### config.mk
export PLATFORM = sky130hd
export DESIGN_NAME = video_gain_scaler
export DESIGN_NICKNAME = d
export VERILOG_FILES = /design/src/rtl/vgs_pkg.sv /design/src/rtl/vgs_rst_sync.sv /design/src/rtl/vgs_cfg_regs.sv /design/src/rtl/vgs_lane.sv /design/src/rtl/video_gain_scaler.sv
export SDC_FILE = /design/constraint.sdc
export NUM_CORES = 1
export LEC_CHECK = 0
export BUFFER_PORTS_ARGS = -buffer_cell sky130_fd_sc_hd__clkbuf_2
export CELL_PAD_IN_SITES_DETAIL_PLACEMENT = 0
export CELL_PAD_IN_SITES_GLOBAL_PLACEMENT = 2
export CORE_MARGIN = 2
export CORE_UTILIZATION = 38
export CTS_CLUSTER_DIAMETER = 80
export DETAILED_ROUTE_END_ITERATION = 10
export GPL_TIMING_DRIVEN = 0
export HOLD_SLACK_MARGIN = 0.03
export PLACE_DENSITY = 0.81
export SLEW_MARGIN = 0
export SYNTH_ARGS = -nofsm -noshare
export SYNTH_HDL_FRONTEND = slang
export SYNTH_SLANG_ARGS = --single-unit
### constraint.sdc
create_clock -name clk -period 3.9 [get_ports clk]
set_input_delay 0 -clock clk [delete_from_list [all_inputs] [get_ports clk]]
set_output_delay 0 -clock clk [all_outputs]
set_load 0.01 [all_outputs]
### src/rtl/vgs_pkg.sv
package vgs_pkg;
  localparam int DATA_W     = 10;
  localparam int GAIN_W     = 11;
  localparam int OUT_W      = 11;
  localparam int FRAC_SHIFT = 9;
  localparam int NUM_CH     = 3;
  localparam int ADDR_W     = 3;

  localparam logic [ADDR_W-1:0] ADDR_BYPASS  = 3'd3;
  localparam logic [ADDR_W-1:0] ADDR_OVF_CLR = 3'd4;

  // gain code that multiplies by exactly 2^(OUT_W-DATA_W)
  localparam int unsigned GAIN_UNITY = 2 ** (FRAC_SHIFT + OUT_W - DATA_W);
endpackage

### src/rtl/vgs_rst_sync.sv
module vgs_rst_sync (
  input  logic clk,
  input  logic arst_n,
  output logic rst_n_sync
);
  logic [1:0] sync_q;

  always_ff @(posedge clk or negedge arst_n) begin
    if (!arst_n) begin
      sync_q <= 2'b00;
    end else begin
      sync_q <= {sync_q[0], 1'b1};
    end
  end

  assign rst_n_sync = sync_q[1];
endmodule

### src/rtl/vgs_cfg_regs.sv
module vgs_cfg_regs
  import vgs_pkg::*;
#(
  parameter int NCH   = NUM_CH,
  parameter int GW    = GAIN_W,
  parameter int AW    = ADDR_W
) (
  input  logic              clk,
  input  logic              rst_n,
  input  logic              cfg_we,
  input  logic [AW-1:0]     cfg_addr,
  input  logic [GW-1:0]     cfg_wdata,
  input  logic [NCH-1:0]    sat_set,
  output logic [NCH*GW-1:0] gain_flat,
  output logic              bypass,
  output logic [NCH-1:0]    ovf_flag
);
  localparam logic [GW-1:0] UNITY = GW'(GAIN_UNITY);

  // gain registers, one per channel
  for (genvar c = 0; c < NCH; c++) begin : g_gain
    logic          hit;
    logic [GW-1:0] gain_d;
    logic [GW-1:0] gain_q;

    always_comb begin
      hit    = cfg_we && (cfg_addr == AW'(c));
      gain_d = hit ? cfg_wdata : gain_q;
    end

    always_ff @(posedge clk or negedge rst_n) begin
      if (!rst_n) begin
        gain_q <= UNITY;
      end else begin
        gain_q <= gain_d;
      end
    end

    assign gain_flat[c*GW +: GW] = gain_q;
  end

  // bypass control
  logic byp_d;
  logic byp_q;

  always_comb begin
    byp_d = byp_q;
    if (cfg_we && (cfg_addr == ADDR_BYPASS)) begin
      byp_d = cfg_wdata[0];
    end
  end

  always_ff @(posedge clk or negedge rst_n) begin
    if (!rst_n) begin
      byp_q <= 1'b0;
    end else begin
      byp_q <= byp_d;
    end
  end

  assign bypass = byp_q;

  // sticky flags: a set in the same cycle as a clear wins
  logic [NCH-1:0] clr_mask;
  logic [NCH-1:0] ovf_d;
  logic [NCH-1:0] ovf_q;

  always_comb begin
    clr_mask = '0;
    if (cfg_we && (cfg_addr == ADDR_OVF_CLR)) begin
      clr_mask = cfg_wdata[NCH-1:0];
    end
    ovf_d = (ovf_q & ~clr_mask) | sat_set;
  end

  always_ff @(posedge clk or negedge rst_n) begin
    if (!rst_n) begin
      ovf_q <= '0;
    end else begin
      ovf_q <= ovf_d;
    end
  end

  assign ovf_flag = ovf_q;
endmodule

### src/rtl/vgs_lane.sv
module vgs_lane #(
  parameter int DW     = 10,
  parameter int GW     = 11,
  parameter int OW     = 11,
  parameter int FSHIFT = 9
) (
  input  logic          clk,
  input  logic          rst_n,
  input  logic          cap_en,
  input  logic          upd_en,
  input  logic          byp_in,
  input  logic [DW-1:0] x_in,
  input  logic [GW-1:0] gain_in,
  output logic [OW-1:0] y_out,
  output logic          sat_set
);
  localparam int PROD_W = DW + GW;
  localparam int WIDEN  = OW - DW;
  localparam logic [PROD_W:0] RND_K = {{PROD_W{1'b0}}, 1'b1} << (FSHIFT - 1);

  // stage 1: sample together with the gain and mode that belong to it
  logic [DW-1:0] x_d,   x_q;
  logic [GW-1:0] g_d,   g_q;
  logic          byp_d, byp_q;

  always_comb begin
    x_d   = cap_en ? x_in    : x_q;
    g_d   = cap_en ? gain_in : g_q;
    byp_d = cap_en ? byp_in  : byp_q;
  end

  always_ff @(posedge clk or negedge rst_n) begin
    if (!rst_n) begin
      x_q   <= '0;
      g_q   <= '0;
      byp_q <= 1'b0;
    end else begin
      x_q   <= x_d;
      g_q   <= g_d;
      byp_q <= byp_d;
    end
  end

  // stage 2: multiply, round to nearest, saturate
  logic [PROD_W-1:0] prod;
  logic [PROD_W:0]   rnd;
  logic [PROD_W:0]   quo;
  logic              over;
  logic [OW-1:0]     scaled;
  logic [OW-1:0]     widened;
  logic [OW-1:0]     y_d, y_q;

  always_comb begin
    prod    = PROD_W'(x_q) * PROD_W'(g_q);
    rnd     = {1'b0, prod} + RND_K;
    quo     = rnd >> FSHIFT;
    over    = |quo[PROD_W:OW];
    scaled  = over ? {OW{1'b1}} : quo[OW-1:0];
    widened = {x_q, {WIDEN{1'b0}}};
    y_d     = upd_en ? (byp_q ? widened : scaled) : y_q;
    sat_set = upd_en && !byp_q && over;
  end

  always_ff @(posedge clk or negedge rst_n) begin
    if (!rst_n) begin
      y_q <= '0;
    end else begin
      y_q <= y_d;
    end
  end

  assign y_out = y_q;
endmodule

### src/rtl/video_gain_scaler.sv
module video_gain_scaler
  import vgs_pkg::*;
#(
  parameter int NCH = NUM_CH,
  parameter int DW  = DATA_W,
  parameter int GW  = GAIN_W,
  parameter int OW  = OUT_W,
  parameter int AW  = ADDR_W
) (
  input  logic              clk,
  input  logic              rst_n,
  input  logic              cfg_we,
  input  logic [AW-1:0]     cfg_addr,
  input  logic [GW-1:0]     cfg_wdata,
  input  logic              in_valid,
  input  logic [NCH*DW-1:0] in_data,
  output logic              out_valid,
  output logic [NCH*OW-1:0] out_data,
  output logic [NCH-1:0]    ovf_flag
);
  logic              rst_n_int;
  logic [NCH*GW-1:0] gain_flat;
  logic              bypass;
  logic [NCH-1:0]    sat_set;

  vgs_rst_sync u_rst (
    .clk       (clk),
    .arst_n    (rst_n),
    .rst_n_sync(rst_n_int)
  );

  vgs_cfg_regs #(.NCH(NCH), .GW(GW), .AW(AW)) u_cfg (
    .clk      (clk),
    .rst_n    (rst_n_int),
    .cfg_we   (cfg_we),
    .cfg_addr (cfg_addr),
    .cfg_wdata(cfg_wdata),
    .sat_set  (sat_set),
    .gain_flat(gain_flat),
    .bypass   (bypass),
    .ovf_flag (ovf_flag)
  );

  // valid pipeline, matched to the two data stages
  logic v1_d, v1_q, v2_d, v2_q;

  always_comb begin
    v1_d = in_valid;
    v2_d = v1_q;
  end

  always_ff @(posedge clk or negedge rst_n_int) begin
    if (!rst_n_int) begin
      v1_q <= 1'b0;
      v2_q <= 1'b0;
    end else begin
      v1_q <= v1_d;
      v2_q <= v2_d;
    end
  end

  assign out_valid = v2_q;

  for (genvar c = 0; c < NCH; c++) begin : g_lane
    vgs_lane #(.DW(DW), .GW(GW), .OW(OW), .FSHIFT(FRAC_SHIFT)) u_lane (
      .clk    (clk),
      .rst_n  (rst_n_int),
      .cap_en (in_valid),
      .upd_en (v1_q),
      .byp_in (bypass),
      .x_in   (in_data[c*DW +: DW]),
      .gain_in(gain_flat[c*GW +: GW]),
      .y_out  (out_data[c*OW +: OW]),
      .sat_set(sat_set[c])
    );
  end
endmodule

==> metrics <==
Crit. End Element flop; initial core utilization 0.3853; vias in the first global route 13150; H-tree depth 4; Max-Slew Margin vs Limit 0.1950; pin count of the biggest net entering global routing 66; clock slew at reported path FFs 0.07 ns; final setup violating endpoints 36; Final min period 5.523 ns; clk_lat worst skew 0.47 ns; Synth Flop Type dfrtp_1; Die X 210.5 µm; Post-DP Area 0.01780 mm²; WP data required 4.28 ns; DIE AREA 0.04429 mm²; Ports 85; average vias per placed instance 5.032; Synth area leader fa_1; Synth Instances 1636; crit-path leading delay family adder cells; CP Max Fanout 5; setup slack, reg-to-reg -1.62 ns; post-synthesis register bit count 138; Slew @ Worst Pin 1.208 ns; layout cells sized above 1 0.2661; violated checks negative setup slack; Hold Vio Cnt, Final 0; Final nets 2332; cell mode on critical path fa_1; Reg2Reg Depth 19; clock buffer depth 2; I/O Buffers 84; routability cong. 0.8239; WS Path Type reg -> reg; drt wl/cell 18.97 µm; Fmax 181.1 MHz; clk root buf clkbuf_16; CP Buf/Inv Count 4; first-pass GRT wire length 73940 µm; height of the die 210.5 µm; Yosys top cell area share 0.2670; Syn-to-layout area delta 26.20%; RSZ-0062 raised after global routing yes; CP max stage delay 0.58 ns; DRT iter0 DRCs 590; pre-CTS setup slack -2.133 ns; crit path capture g_lane[0].u_lane.y_out[2]$_DFFE_PN0P_; MaxCap Viol Count 0; Async SR Flop Fraction 1.000; Synth Warn # 0; largest cells by area after synthesis fa_1 (27%), dfrtp_1 (21%), ha_1 (14%); final cycle utilization of the critical path 1.416; syn_nets 2083; Netlist cell types 60; GR Util All Layers 0.2204; Post-Layout Inst Area 0.02044 mm²; EDFF count, synth 0; Hold WC Path Type reg -> async; post-route worst setup slack -1.623 ns; synthesized area per cell 9.901 µm²; critical path depth 19; antenna violations before repair 2; RR Endpoint g_lane[0].u_lane.y_out[2]$_DFFE_PN0P_; total grt overflow 0; Final HPWL DP 34430 µm; Critical-path top delay cell fa_1; Antenna Cells 0; count leader, synth inv_1; status finished with violations; DRT Pass-1 Iters 5; worst path arrival time 5.91 ns; total number of vias 12260; Mapped Area 0.01620 mm²; cells along the critical path clkbuf_8 > and2_4 > fa_1 > fa_1 > fa_1 > fa_1 > inv_1 > fa_1 > inv_2 > ha_4 > nand2_2 > nor2_4 > a31oi_4 > nor4b_4 > a21o_1 > nor4_2 > a311o_2 > clkbuf_16 > a31oi_1; CTS Sinks 138; post-route ant nets 0; Num CTS Buffers 17; sequential element share of the synthesized area 0.2134; Total Wirelength 46230 µm; row count 75; DRC Markers 0; core area 0.04204 mm²; CP startpoint kind flop; CP startpoint g_lane[0].u_lane.g_q[7]$_DFFE_PN0P_; Max Slew Vio Count 0; Clock Skew 0.01494 ns; CTS tree done; most frequent cells after synthesis inv_1 (269), fa_1 (216), ha_1 (183); reg2reg start g_lane[0].u_lane.g_q[7]$_DFFE_PN0P_
-- cell families (layout without fill, tap and decap cells) --
logic type | Yosys count | after routing | synth area share
other | 1 | 1 | 0.0002315
multiplexers | 97 | 97 | 0.06743
AO/OA/AOI/OAI | 173 | 173 | 0.06859
AND/OR/NAND/NOR | 440 | 440 | 0.1419
XOR/XNOR | 32 | 32 | 0.01730
adder cells (fa/ha/maj) | 399 | 399 | 0.4083
flip-flops | 138 | 138 | 0.2134
buffers and inverters | 356 | 618 | 0.08281
-- cell type report --
cell class / instances / area [µm²]
fill: 3958 / 21600
multi-input combinational: 1142 / 12030
sequential: 138 / 3481
timing repair buffer: 232 / 1787
inverter: 269 / 1010
buffer: 85 / 890.9
tap: 539 / 674.4
clock buffer: 18 / 439.2
clock inverter: 14 / 127.6
-- what timing repair did --
item / CTS / global route
pin swaps: 37 / 24
hold endpoints to repair: 70 / 0
gates cloned: 3 / 0
endpoints found under the setup margin: 36 / 36
hold buffers: 50 / 0
gates resized for setup: 141 / 77
setup buffers: 79 / 14
-- through the flow --
| stage | cells | utilization | hold WS, ns | TNS, ns |
|---|---|---|---|---|
| global placement | 2259 | 0.4221 | -0.2142 | -66.80 |
| CTS | 2423 | 0.4768 | 0.1860 | -52.41 |
| finish | 2437 | 0.4863 | 0.2034 | -51.46 |
| floorplan | 1636 | - | -0.2956 | -36.17 |
| global route | 2437 | 0.4863 | 0.2219 | -57.73 |
| detailed placement | 2261 | 0.4234 | -0.2111 | -67.86 |
-- registers in the layout, summed over array words and instances (netlist names) --
name                 flops
g_lane.u_lane.g_q       33
g_lane.u_lane.y_out     33
u_cfg.g_gain.gain_q     33
g_lane.u_lane.x_q       30
u_cfg.ovf_flag           3
u_rst.sync_q             2
g_lane.u_lane.byp_q      1
out_valid                1
u_cfg.bypass             1
v1_q                     1
-- how the worst min path moves through the flow --
stage	startpoint	end	slack [ns]	cells past startpoint
2_1_floorplan	rst_n	u_rst.sync_q[0]$_DFF_PN0_	-0.30	0
3_3_place_gp	rst_n	u_rst.sync_q[0]$_DFF_PN0_	-0.21	1
3_5_place_dp	rst_n	u_rst.sync_q[0]$_DFF_PN0_	-0.21	1
4_1_cts	in_valid	v1_q$_DFF_PN0_	0.19	2
5_1_grt	u_rst.sync_q[1]$_DFF_PN0_	g_lane[0].u_lane.y_out[10]$_DFFE_PN0P_	0.22	0
6_report	u_rst.sync_q[1]$_DFF_PN0_	g_lane[0].u_lane.y_out[10]$_DFFE_PN0P_	0.20	0
-- per-layer routing --
layer	up-vias	part of all wire	track usage	wire, µm
li1	5686	-	-	-
met1	6257	0.46	0.3004	21100
met2	257	0.48	0.3631	22270
met3	64	0.042	0.03620	1941
met4	0	0.020	0.06265	926
met5	-	0	0	0
-- cell usage in the layout (no fill, tap or decap), types with 14 or more instances in the layout --
cell type,instances
a21oi_1,24
clkbuf_1,22
o21ai_0,38
nand2_1,170
nand3b_1,25
clkbuf_8,33
clkbuf_16,21
dlygate4sd3_1,50
fa_1,210
and2_1,162
buf_8,14
mux2_2,97
buf_4,86
dfrtp_2,16
inv_1,261
clkbuf_2,84
ha_1,169
dfrtp_1,118
nor2_1,17
xnor2_1,22
Power is left out: the tool's default activity adds up to more than one toggle a clock period on the data nets, which glitch-free logic cannot reach.
